### src/rtl/evt_status_pkg.sv
package evt_status_pkg;
  typedef enum logic {
    SEL_STATUS = 1'b0,
    SEL_MASK   = 1'b1
  } reg_sel_e;
endpackage

### src/rtl/evt_edge_sync.sv
module evt_edge_sync #(
  parameter int N_EVT = 8,
  parameter int STAGES = 2
) (
  input  logic             clk,
  input  logic             rst,
  input  logic [N_EVT-1:0] evt_async,
  output logic [N_EVT-1:0] evt_rise
);
  localparam int CHAIN = STAGES + 1;

  logic [N_EVT-1:0] chain_q [CHAIN];

  always_ff @(posedge clk) begin
    if (rst) begin
      for (int s = 0; s < CHAIN; s++) chain_q[s] <= '0;
    end else begin
      chain_q[0] <= evt_async;
      for (int s = 1; s < CHAIN; s++) chain_q[s] <= chain_q[s-1];
    end
  end

  // one pulse per synchronized rising edge
  genvar g;
  generate
    for (g = 0; g < N_EVT; g++) begin : g_edge
      assign evt_rise[g] = chain_q[STAGES-1][g] & ~chain_q[STAGES][g];
    end
  endgenerate


  rise_single_chk: assert property (@(posedge clk) disable iff (rst)
    (|evt_rise) |=> ((evt_rise & $past(evt_rise)) == '0));
endmodule

### src/rtl/evt_sticky_bank.sv
module evt_sticky_bank #(
  parameter int N_EVT = 8
) (
  input  logic             clk,
  input  logic             rst,
  input  logic [N_EVT-1:0] set_vec,
  input  logic             clr_en,
  input  logic [N_EVT-1:0] clr_vec,
  output logic [N_EVT-1:0] status
);
  logic [N_EVT-1:0] clr_eff;
  assign clr_eff = clr_en ? clr_vec : '0;

  genvar g;
  generate
    for (g = 0; g < N_EVT; g++) begin : g_bit
      always_ff @(posedge clk) begin
        if (rst)             status[g] <= 1'b0;
        else if (set_vec[g]) status[g] <= 1'b1;
        else if (clr_eff[g]) status[g] <= 1'b0;
      end
    end
  endgenerate


  set_wins_chk: assert property (@(posedge clk) disable iff (rst)
    (|set_vec) |=> ((status & $past(set_vec)) == $past(set_vec)));

  clear_only_selected_chk: assert property (@(posedge clk) disable iff (rst)
    1'b1 |=> (($past(status) & ~status & ~$past(clr_eff)) == '0));

  set_needs_event_chk: assert property (@(posedge clk) disable iff (rst)
    1'b1 |=> ((status & ~$past(status) & ~$past(set_vec)) == '0));
endmodule

### src/rtl/evt_irq_gate.sv
module evt_irq_gate #(
  parameter int N_EVT = 8
) (
  input  logic             clk,
  input  logic             rst,
  input  logic             mask_we,
  input  logic [N_EVT-1:0] mask_wdata,
  input  logic [N_EVT-1:0] status,
  output logic [N_EVT-1:0] mask_q,
  output logic             irq_n
);
  always_ff @(posedge clk) begin
    if (rst)          mask_q <= '0;
    else if (mask_we) mask_q <= mask_wdata;
  end

  always_ff @(posedge clk) begin
    if (rst) irq_n <= 1'b1;
    else     irq_n <= ~|(status & mask_q);
  end


  mask_load_chk: assert property (@(posedge clk) disable iff (rst)
    mask_we |=> (mask_q == $past(mask_wdata)));

  irq_assert_chk: assert property (@(posedge clk) disable iff (rst)
    (|(status & mask_q)) |=> !irq_n);

  irq_release_chk: assert property (@(posedge clk) disable iff (rst)
    !(|(status & mask_q)) |=> irq_n);
endmodule

### src/rtl/evt_status_top.sv
module evt_status_top
  import evt_status_pkg::*;
#(
  parameter int N_EVT = 8,
  parameter int SYNC_STAGES = 2
) (
  input  logic             clk,
  input  logic             rst,
  input  logic [N_EVT-1:0] evt_in,
  input  logic             addr,
  input  logic             wr_en,
  input  logic             rd_en,
  input  logic [N_EVT-1:0] wr_data,
  output logic [N_EVT-1:0] rd_data,
  output logic             irq_n
);
  logic [N_EVT-1:0] rise;
  logic [N_EVT-1:0] status;
  logic [N_EVT-1:0] mask_q;
  logic             clr_en;
  logic             mask_we;

  assign clr_en  = wr_en && (reg_sel_e'(addr) == SEL_STATUS);
  assign mask_we = wr_en && (reg_sel_e'(addr) == SEL_MASK);

  evt_edge_sync #(.N_EVT(N_EVT), .STAGES(SYNC_STAGES)) u_sync (
    .clk(clk), .rst(rst), .evt_async(evt_in), .evt_rise(rise)
  );

  evt_sticky_bank #(.N_EVT(N_EVT)) u_bank (
    .clk(clk), .rst(rst), .set_vec(rise), .clr_en(clr_en),
    .clr_vec(wr_data), .status(status)
  );

  evt_irq_gate #(.N_EVT(N_EVT)) u_irq (
    .clk(clk), .rst(rst), .mask_we(mask_we), .mask_wdata(wr_data),
    .status(status), .mask_q(mask_q), .irq_n(irq_n)
  );

  always_ff @(posedge clk) begin
    if (rst) rd_data <= '0;
    else if (rd_en)
      rd_data <= (reg_sel_e'(addr) == SEL_MASK) ? mask_q : status;
  end


  read_hold_chk: assert property (@(posedge clk) disable iff (rst)
    !rd_en |=> $stable(rd_data));
endmodule

### config.mk
export PLATFORM = sky130hd
export DESIGN_NAME = evt_status_top
export DESIGN_NICKNAME = d
export VERILOG_FILES = /design/src/rtl/evt_status_pkg.sv /design/src/rtl/evt_edge_sync.sv /design/src/rtl/evt_sticky_bank.sv /design/src/rtl/evt_irq_gate.sv /design/src/rtl/evt_status_top.sv
export SDC_FILE = /design/constraint.sdc
export NUM_CORES = 1
export LEC_CHECK = 0
export ABC_CLOCK_PERIOD_IN_PS = 1000
export BUFFER_PORTS_ARGS = -buffer_cell sky130_fd_sc_hd__buf_4
export CAP_MARGIN = 10
export CELL_PAD_IN_SITES_DETAIL_PLACEMENT = 2
export CELL_PAD_IN_SITES_GLOBAL_PLACEMENT = 2
export CORE_ASPECT_RATIO = 1.2
export CORE_MARGIN = 8
export CORE_UTILIZATION = 33
export CTS_BUF_LIST = sky130_fd_sc_hd__clkbuf_16
export DETAILED_ROUTE_END_ITERATION = 10
export PLACE_DENSITY = 0.74
export RECOVER_POWER = 25
export SLEW_MARGIN = 20
export SYNTH_ARGS = -nofsm -noshare
export SYNTH_HDL_FRONTEND = slang
export SYNTH_SLANG_ARGS = --single-unit
### constraint.sdc
create_clock -name clk -period 1 [get_ports clk]
set_input_delay 0 -clock clk [delete_from_list [all_inputs] [get_ports clk]]
set_output_delay 0 -clock clk [all_outputs]
set_load 0.05 [all_outputs]
* Word-level counts from Yosys, hierarchy flattened *
Memories as Yosys holds them, arrays and structs flattened.
Cells that the tools add are included.

word-level totals
  flip-flop bits (word level) = 25
  RAM bits = 24
  bits of input ports = 21
  output and inout port bits = 9
  word-level logic and storage cells = 69
  memories kept = 1

cells by class
  mux-type cells = 24
  bitwise operators = 21
  reductions and logical operators = 12

memory list
  name            words  bits a word  rd ports  clocked after Yosys merged registers in  write ports  RTL line             RTL
  u_sync.chain_q  3      8            3         0                                        3            evt_edge_sync.sv:12  logic [N_EVT-1:0] chain_q [CHAIN];

operators with widths
  kind               number
  $mux 8             5
  $mux 1             19
  $reduce_bool 2->1  8
  $not 1->1          9
  $and 1x1->1        8
  $and 8x8->8        1
  $reduce_or 8->1    1
  $or 1x1->1         3
  $logic_and 1x1->1  2
  $logic_not 1->1    1

* Depth between registers and ports, before layout *
Gate-level depths: netlist of run 1.

  depth in word-level cells = 5
  depth in mapped cells = 4
  mapped depth without buffers = 3

* Hierarchy *
A second synthesis of run 1 with hierarchy kept.

unflattened totals
  cells, all modules = 162
  area total of the unflattened synthesis = 1833.0 sq um

by module, submodules not included
  module           times used  cells each  area an instance (sq um)  sequential area each (sq um)
  evt_edge_sync    1           58          743.2                     480.5
  evt_status_top   1           38          384.1                     160.2
  evt_sticky_bank  1           34          359.1                     160.2
  evt_irq_gate     1           32          346.6                     180.2

* Least setup slack after synthesis of run 1 *
OpenSTA, ideal clock, no wires.

  kind = reg2reg
  start point = register rd_data[0] (netlist name)
  end point = register rd_data[0]
  setup time = 0.086 ns
  arrival time = 0.889 ns
  data required time = 0.914 ns
  path slack = 0.025 ns
  stages on the path, launching flop included = 3
  path buffers = 0
  clock period less this slack = 0.975 ns
  cell sequence = dfxtp_1 > nor2_1 > a211oi_1

RTL lines
  item                  RTL line              RTL
  to (signal assigned)  evt_status_top.sv:43  rd_data <= (reg_sel_e'(addr) == SEL_MASK) ? mask_q : status;
  to (decl)             evt_status_top.sv:14  output logic [N_EVT-1:0] rd_data,

* Worst setup path in the final report of run 1 *
  start point = register u_bank.status[5]
  end point = register u_irq.irq_n

between the ends
  cells in the longest elaborated chain, start to end = 3

ends and longest elaborated chain
  item                               RTL line               RTL
  from (decl)                        evt_sticky_bank.sv:9   output logic [N_EVT-1:0] status
  from (signal, indexed assignment)  evt_sticky_bank.sv:18  if (rst) status[g] <= 1'b0;
  from (signal, indexed assignment)  evt_sticky_bank.sv:19  else if (set_vec[g]) status[g] <= 1'b1;
  from (signal, indexed assignment)  evt_sticky_bank.sv:20  else if (clr_eff[g]) status[g] <= 1'b0;
  $and 8x8->8                        evt_irq_gate.sv:19     else irq_n <= ~|(status & mask_q);
  $reduce_or 8->1                    evt_irq_gate.sv:19
  $logic_not 1->1                    evt_irq_gate.sv:19
  to (signal assigned)               evt_irq_gate.sv:19
  to (decl)                          evt_irq_gate.sv:10     output logic irq_n

No other way between the ends.
A chain may end at the register's enable or synchronous reset.

==> results.json, run 1 <==
{
  "layout.cells.non_filler": 269,
  "yosys-top-cells-count": "dfxtp_1, nor2b_1, a21oi_1",
  "rr_worst_depth": 2,
  "place_area_sq_um": 1922,
  "finalMaxSlewViolations": 0,
  "dr.pass1.iters": 4,
  "finalHoldViolCount": 0,
  "htreeDepth": 2,
  "die_y_um": 94.43,
  "max_stage_delay_ns": 0.40,
  "die_area_sq_um": 7683,
  "slew_headroom_pct": 67.99,
  "power_density_nw_per_um2": 1877,
  "cp-startpoint": "u_bank.status[5]",
  "yosysSeqAreaShare_pct": 57.99,
  "synth_ff_type": "dfxtp_1",
  "antenna_found_initial": 0,
  "grt_use_total_pct": 11.93,
  "grt-ovfl-total": 0,
  "r2r-end": "u_irq.irq_n",
  "arrival_ns": 1.01,
  "ctsHoldBuffers": 11,
  "yosys-top-cells-area": "dfxtp_1, nor2b_1, a21oi_1, mux2i_1, a211oi_1",
  "worstMarginPinSlew_ns": 0.4801,
  "path_class": "flop to flop",
  "multi_input_area_sq_um": 610.6,
  "syn_nets": 191,
  "fin_skew_ns": 0.003684,
  "synth_edf_count": 0,
  "outcome": "complete, no violations",
  "rsz0062_at_grt": "false",
  "ioPinCount": 30,
  "place.port_buffers": 29,
  "syn_avg_cell_area_sq_um": 9.951,
  "crit_cells": 2,
  "crit_path_end_kind": "flop",
  "grt_max_degree": 50,
  "rrSetupSlack_ns": 0.17,
  "gp_congestion": 0.7025,
  "finalCritPeriodShare_pct": 83.30,
  "drt_iter0_markers": 62,
  "remaining_drc_errors": 0,
  "cts_tree": "built",
  "max_cap_viol_count": 0,
  "drt_wl_total_mm": 4.179,
  "dpl.hpwl_mm": 2.840,
  "endpoint": "u_irq.irq_n",
  "crit_slowest_cell": "dfxtp_1",
  "synth_top_cell_by_area": "dfxtp_1",
  "fillCellCount": 519,
  "async_flop_share_pct": 0,
  "ctsLongestPathBuffers": 2,
  "critPathBufInv": 0,
  "grt_pass1_vias": 1502,
  "pre_cts_ws_ns": 0.05757,
  "clk_pin_slew_worst_paths_ns": 0.06,
  "yosysTopAreaCellShare_pct": 57.99,
  "cts.sinks": 49,
  "peakVddDrop_mv": 0.9060,
  "fp-row-count": 28,
  "drive_gt1_share_pct": 17.22,
  "postCtsSetupBuffers": 0,
  "ys_seq_elements": 49,
  "crit_fanout": 3,
  "finalSetupTns_ns": 0,
  "die_w_um": 81.36,
  "cp_cell_sequence": "a22oi_1 -> a41o_1",
  "power_leakage_nw": 0.8852,
  "finalWorstSetupSlack_ns": 0.1670,
  "final_antenna_net_count": 0,
  "nNetsFinal": 229,
  "yosys_warnings": 0,
  "regArea_sq_um": 980.9,
  "yosysMostFrequentCell": "dfxtp_1",
  "clk_root_buffer_cell": "clkbuf_16",
  "fin_area_sq_um": 2170,
  "cts_resized": 0,
  "cp.required_ns": 1.18,
  "startpoint_type": "flop",
  "dp.cells": 250,
  "numCtsBuffers": 5,
  "clk_latency_ns": 0.28,
  "fin_crit_ns": 0.8330,
  "wire_per_inst_um": 15.54,
  "syn2layout_area_growth_pct": 28.25,
  "core_sq_um": 4940,
  "start_util_pct": 34.25,
  "r2r-start": "u_bank.status[5]",
  "worst_path_dominant_cell_family": "flip-flops",
  "vias_per_cell": 4.877,
  "vias": 1312,
  "timing.fmax_mhz": 1200,
  "insertedDiodeCount": 0,
  "synth_area_sq_um": 1692,
  "ys_types": 20,
  "setup_viol": 0,
  "hp-class": "input port to flop",
  "syn-instance-count": 170,
  "grt_first_pass_wirelength_mm": 7.155
}
metrics by stage:
| step | hold WS [ns] | total power, W | utilization, % |
|---|---|---|---|
| after CTS | 0.004824 | 0.004121 | 43.92 |
| after detailed placement | 0.2190 | 0.002511 | 38.91 |
| after floorplan | 0.1282 | 0.002370 | - |
| after global routing | 0.03218 | 0.004273 | 43.92 |
| after global placement | 0.2085 | 0.002483 | 38.91 |
| final | 0.003819 | 0.004071 | 43.92 |
kinds of logic (layout without fill, tap and decap cells):
family / Yosys count / in the layout / synth area share (%)
multiplexers: 8 / 8 / 4.734
AO/OA/AOI/OAI: 37 / 37 / 13.02
AND/OR/NAND/NOR: 58 / 58 / 18.34
flip-flops: 49 / 49 / 57.99
buffers and inverters: 18 / 57 / 5.917
registers in the layout (all words and copies together), names as in the netlist:
| signal | count |
|---|---|
| u_bank.status | 8 |
| u_sync.chain_q | 24 |
| rd_data | 8 |
| u_irq.irq_n | 1 |
| u_irq.mask_q | 8 |
final cells by class:
type	count	share of cell area [%]
well taps	60	3.460
inverters	8	1.384
repair buffers	41	15.46
clock buffers	5	5.767
flip-flops and latches	49	45.21
multi-input cells	103	28.14
clock inverters	3	0.5767
tightest hold or removal path, delay by kind of cell:
kind	cells	cell delay, ns
AND/OR/NAND/NOR	1	0.06
buffers and inverters	1	0.11
AO/OA/AOI/OAI	1	0.06
placed cells by master (no fill, tap or decap):
cell,count
a41o_1,1
mux2i_1,8
clkbuf_16,5
o21ai_0,8
a22oi_1,4
buf_4,30
nand3_1,8
clkinv_2,1
nand2_1,9
inv_1,8
clkinv_1,2
nor2_1,8
a21oi_1,16
nand2b_1,9
a211oi_1,8
nor2b_1,24
dlygate4sd3_1,11
dfxtp_1,49
power by group:
| part | switching (W) | total [W] | internal (W) |
|---|---|---|---|
| registers | 0.0000492 | 0.00209 | 0.00204 |
| logic | 0.000228 | 0.000408 | 0.000181 |
| clock network | 0.000666 | 0.00157 | 0.000904 |
| total | 0.000943 | 0.00407 | 0.00313 |
metal layers:
metal | routed length [um] | GRT usage, %
met1 | 1592 | 12.78
met3 | 197 | 3.897
met4 | 99 | 5.075
met5 | 0 | 0
met2 | 2289 | 20.80
worst min-delay path by stage:
stage                           from              endpoint  slack (ns)  depth (start not counted)
final                     wr_data[3]       u_irq.mask_q[3]       0.004                          3
after CTS                 wr_data[3]       u_irq.mask_q[3]       0.005                          3
after floorplan            evt_in[0]  u_sync.chain_q[0][0]        0.13                          1
after global routing      wr_data[2]       u_irq.mask_q[2]        0.03                          3
after detailed placement   evt_in[1]  u_sync.chain_q[0][1]        0.22                          2
after global placement     evt_in[1]  u_sync.chain_q[0][1]        0.21                          2
Power figures use the tool's default switching activity.
==> run 2: changes to the inputs <==
--- a/config.mk
+++ b/config.mk
@@ -5,7 +5,7 @@
 export SDC_FILE = /design/constraint.sdc
 export NUM_CORES = 1
 export LEC_CHECK = 0
-export ABC_CLOCK_PERIOD_IN_PS = 1000
+export ABC_CLOCK_PERIOD_IN_PS = 800
 export BUFFER_PORTS_ARGS = -buffer_cell sky130_fd_sc_hd__buf_4
 export CAP_MARGIN = 10
 export CELL_PAD_IN_SITES_DETAIL_PLACEMENT = 2
==> constraint.sdc (replaced) <==
create_clock -name clk -period 0.8 [get_ports clk]
set_input_delay 0 -clock clk [delete_from_list [all_inputs] [get_ports clk]]
set_output_delay 0 -clock clk [all_outputs]
set_load 0.05 [all_outputs]
==> results.json, run 2 (synthesis results as in run 1) <==
{
  "outcome": "complete, no violations",
  "gp_congestion": 0.7616,
  "crit_slowest_cell": "dfxtp_4",
  "fillCellCount": 520,
  "power_leakage_nw": 0.9121,
  "worstMarginPinSlew_ns": 0.5014,
  "insertedDiodeCount": 0,
  "start_util_pct": 34.25,
  "rr_worst_depth": 2,
  "crit_cells": 1,
  "pre_cts_ws_ns": -0.04709,
  "p_switching_w": 0.001219,
  "die_area_sq_um": 7683,
  "die_w_um": 81.36,
  "grt_use_total_pct": 11.57,
  "numCtsBuffers": 5,
  "dr.pass1.iters": 4,
  "antenna_found_initial": 0,
  "vias": 1303,
  "setup_viol": 0,
  "grt_max_degree": 50,
  "fin_skew_ns": 0.005679,
  "drive_gt1_share_pct": 31.73,
  "startpoint_type": "flop",
  "finalCritPeriodShare_pct": 97.82,
  "rsz0062_at_grt": "true",
  "endpoint": "rd_data[2]",
  "remaining_drc_errors": 0,
  "nNetsFinal": 228,
  "die_y_um": 94.43,
  "dpl.hpwl_mm": 2.803,
  "finalWorstSetupSlack_ns": 0.01741,
  "clk_latency_ns": 0.29,
  "layout_common_cells": "dfxtp_1, nor2b_1, buf_4",
  "ioPinCount": 30,
  "timing.fmax_mhz": 1278,
  "place_area_sq_um": 1952,
  "grt_pass1_vias": 1413,
  "grt-ovfl-total": 0,
  "sequentialPowerShare_pct": 50.9,
  "vias_per_cell": 4.862,
  "hp-class": "input port to flop",
  "slew_headroom_pct": 66.57,
  "whs_ns": 0.002511,
  "finalHoldViolCount": 0,
  "core_sq_um": 4940,
  "final_antenna_net_count": 0,
  "holdPathStages": 3,
  "regArea_sq_um": 1031,
  "cp.required_ns": 0.80,
  "clkPwrFrac_pct": 38.5,
  "critPathBufInv": 1,
  "syn2layout_area_growth_pct": 35.95,
  "max_cap_viol_count": 0,
  "peakVddDrop_mv": 1.254,
  "worst_path_dominant_cell_family": "flip-flops",
  "rrSetupSlack_ns": 0.03,
  "clk_root_buffer_cell": "clkbuf_16",
  "cts_tree": "built",
  "multi_input_area_sq_um": 640.6,
  "r2r-end": "u_irq.irq_n",
  "htreeDepth": 2,
  "wire_per_inst_um": 15.51,
  "crit_path_end_kind": "primary output",
  "largest_reg_flops": 24,
  "power_density_nw_per_um2": 2245,
  "internal_power_w": 0.003945,
  "ctsLongestPathBuffers": 2,
  "final_common_cell": "dfxtp_1",
  "drt_iter0_markers": 35,
  "fin_area_sq_um": 2300,
  "drt_wl_total_mm": 4.157,
  "r2r-start": "u_bank.status[7]",
  "regMostFlops": "u_sync.chain_q",
  "arrival_ns": 0.78,
  "path_class": "flop to primary output",
  "clk_pin_slew_worst_paths_ns": 0.06,
  "combPwrFrac_pct": 10.6,
  "cp_cell_sequence": "buf_8",
  "fp-row-count": 28,
  "grt_first_pass_wirelength_mm": 6.865,
  "finalMaxSlewViolations": 0,
  "cp-startpoint": "rd_data[2]",
  "finalPower_w": 0.005164,
  "fin_crit_ns": 0.7826,
  "p_sw_share_pct": 23.60,
  "max_stage_delay_ns": 0.36,
  "place.port_buffers": 29,
  "cts.sinks": 49,
  "crit_fanout": 2
}
==> run 2: timing repair <==
action                                  4_1_cts  5_1_grt
endpoints found under the setup margin       12       16
resized for setup                            13       26
buffers inserted                              0        0
pin swaps                                     1        4
hold buffers                                 10        0
hold endpoints to repair                     10        0
==> run 2: layout make-up <==
class | count | share of cell area (%)
Sequential cell | 49 | 44.83
Multi-Input combinational cell | 103 | 27.86
Timing Repair Buffer | 40 | 16.76
Clock buffer | 5 | 5.441
Tap cell | 60 | 3.264
Inverter | 8 | 1.306
Clock inverter | 3 | 0.5441
==> run 2: power groups by stage <==
stage	combinational, W	clock, W	sequential, W
floorplan	0.000222	0	0.00273
global placement	0.000448	0	0.00265
detailed placement	0.000468	0	0.00266
CTS	0.000528	0.00206	0.00261
global route	0.000598	0.00215	0.00264
finish	0.000548	0.00199	0.00263
==> run 2: worst min-delay path by stage <==
stage / from / end
floorplan: evt_in[0] / u_sync.chain_q[0][0]
global placement: evt_in[2] / u_sync.chain_q[0][2]
detailed placement: evt_in[5] / u_sync.chain_q[0][5]
CTS: wr_data[4] / u_irq.mask_q[4]
global route: wr_data[5] / u_irq.mask_q[5]
finish: wr_data[5] / u_irq.mask_q[5]
==> run 2: metal layers <==
| metal | routed length, um | up-vias | GRT usage [%] |
|---|---|---|---|
| li1 | - | 635 | - |
| met1 | 1613 | 632 | 12.46 |
| met2 | 2278 | 29 | 20.33 |
| met3 | 199 | 7 | 3.707 |
| met4 | 65 | 0 | 4.478 |
| met5 | 0 | - | 0 |
==> run 2: per-stage QoR <==
stage	std cells	setup TNS, ns	utilization (%)
after global placement	250	-0.005959	39.51
after floorplan	170	0	-
after detailed placement	250	-0.2986	39.51
after global routing	268	-0.08051	46.56
final	268	0	46.56
after CTS	268	0	45.19
==> run 3: changes to the inputs <==
--- a/config.mk
+++ b/config.mk
@@ -15,6 +15,7 @@
 export CORE_UTILIZATION = 33
 export CTS_BUF_LIST = sky130_fd_sc_hd__clkbuf_16
 export DETAILED_ROUTE_END_ITERATION = 10
+export GPL_TIMING_DRIVEN = 0
 export PLACE_DENSITY = 0.74
 export RECOVER_POWER = 25
 export SLEW_MARGIN = 20
==> results.json, run 3 (synthesis results as in run 1) <==
{
  "fin_crit_ns": 0.8005,
  "whs_ns": -0.002533,
  "final_antenna_net_count": 0,
  "crit_slowest_cell": "dfxtp_2",
  "setup_viol": 1,
  "cp_cell_sequence": "a22oi_2 -> a41o_1",
  "slew_headroom_pct": 63.42,
  "clk_pin_slew_worst_paths_ns": 0.06,
  "arrival_ns": 0.98,
  "nNetsFinal": 236,
  "final_common_cell": "dfxtp_1",
  "vias_per_cell": 4.888,
  "htreeDepth": 2,
  "insertedDiodeCount": 0,
  "timing.fmax_mhz": 1249,
  "peakVddDrop_mv": 1.137,
  "finalMaxSlewViolations": 0,
  "finalCritPeriodShare_pct": 100.1,
  "path_class": "flop to flop",
  "finalHoldViolCount": 1,
  "cts.sinks": 49,
  "cts_tree": "built",
  "drt_wl_total_mm": 4.451,
  "start_util_pct": 34.25,
  "power_density_nw_per_um2": 2274,
  "gp_congestion": 0.7295,
  "largest_reg_flops": 24,
  "drt_iter0_markers": 40,
  "layout_common_cells": "dfxtp_1, nor2b_1, buf_4",
  "ctsLongestPathBuffers": 2,
  "fillCellCount": 518,
  "hp-class": "input port to flop",
  "critPathBufInv": 0,
  "place.port_buffers": 25,
  "max_stage_delay_ns": 0.36,
  "grt_first_pass_wirelength_mm": 7.548,
  "dr.pass1.iters": 3,
  "wire_per_inst_um": 16.13,
  "syn2layout_area_growth_pct": 39.87,
  "drive_gt1_share_pct": 29.63,
  "finalPower_w": 0.005381,
  "worstMarginPinSlew_ns": 0.5487,
  "grt_max_degree": 15,
  "finalWorstSetupSlack_ns": -0.0005059,
  "startpoint_type": "flop",
  "antenna_found_initial": 0,
  "rsz0062_at_grt": "true",
  "crit_fanout": 3,
  "vias": 1349,
  "outcome": "finished, violations left",
  "die_area_sq_um": 7683,
  "ioPinCount": 30,
  "dpl.hpwl_mm": 3.180,
  "core_sq_um": 4940,
  "clk_root_buffer_cell": "clkbuf_16",
  "worst_path_dominant_cell_family": "flip-flops",
  "power_leakage_nw": 0.9505,
  "grt_use_total_pct": 13.10,
  "crit_path_end_kind": "flop",
  "regMostFlops": "u_sync.chain_q",
  "grt_pass1_vias": 1562,
  "postCtsSetupBuffers": 0,
  "die_w_um": 81.36,
  "fp-row-count": 28,
  "cp.required_ns": 0.98,
  "die_y_um": 94.43,
  "layout.cells.non_filler": 276,
  "numCtsBuffers": 5,
  "violations": "negative hold slack, negative setup slack",
  "pre_cts_ws_ns": -0.08413,
  "dp.cells": 255,
  "fin_skew_ns": 0.002732,
  "max_cap_viol_count": 0,
  "remaining_drc_errors": 0,
  "clk_latency_ns": 0.29,
  "grt-ovfl-total": 0
}
## run 3: cell types whose count changed in the layout (fill, tap and decap cells not counted), sizes merged
cell and delta:
buf +1, inv +1, dlygate4sd3 +3, clkbuf +5, clkinv -2
## run 3: final cells by class
type                            instances  area, sq um  area share (%)
Tap cell                               60        75.07           3.173
Sequential cell                        49         1028           43.47
Multi-Input combinational cell        103        630.6           26.65
Clock buffer                            6        150.1           6.346
Clock inverter                          2        7.507          0.3173
Inverter                                8        30.03           1.269
Timing Repair Buffer                   38        374.1           15.81
Buffer                                 10        70.07           2.961
## run 3: worst paths after layout
path,slack [ns],to,start,cells after the start
min,-0.003,u_irq.mask_q[4],wr_data[4],3
min reg2reg,0.44,u_sync.chain_q[0][11],u_sync.chain_q[0][3],1
max reg2reg,-0.0005,u_irq.irq_n,u_bank.status[0],2
max,-0.0005,u_irq.irq_n,u_bank.status[0],2
## run 3: power by group
group | internal [W] | switching, W | leakage, nW | total, W
Clock | 0.00133 | 0.000853 | 0.0808 | 0.00218
Sequential | 0.00255 | 0.0000728 | 0.414 | 0.00263
Combinational | 0.000278 | 0.000298 | 0.456 | 0.000576
## run 3: through the flow
| stage | cell area [sq um] | util, % | setup TNS (ns) | hold WS (ns) |
|---|---|---|---|---|
| floorplan | 1722 | - | 0 | 0.1282 |
| global placement | 1984 | 40.17 | -0.1260 | 0.2118 |
| detailed placement | 1984 | 40.17 | -0.4909 | 0.2176 |
| CTS | 2313 | 46.83 | 0 | 0.001693 |
| global route | 2366 | 47.90 | -0.02785 | 0.009694 |
| finish | 2366 | 47.90 | -0.0005059 | -0.002533 |
## run 3: routing by layer
layer,up-vias,global-route usage [%],wire length (um)
met5,-,0,0
met4,0,7.463,139
met3,11,4.278,239
met2,29,24.32,2524
met1,658,12.05,1547
li1,651,-,-
## run 3: what timing repair did
action                     CTS  global route
gates resized for setup     17            19
setup endpoints to repair   12            18
gates cloned                 0             0
hold buffers                12             1
pin swaps                    1             4
hold endpoints to repair    12             1
## run 3: tightest hold or removal path: stages
cell and delay, ns:
buf_4 0.11, nand3_1 0.06, a21oi_1 0.06
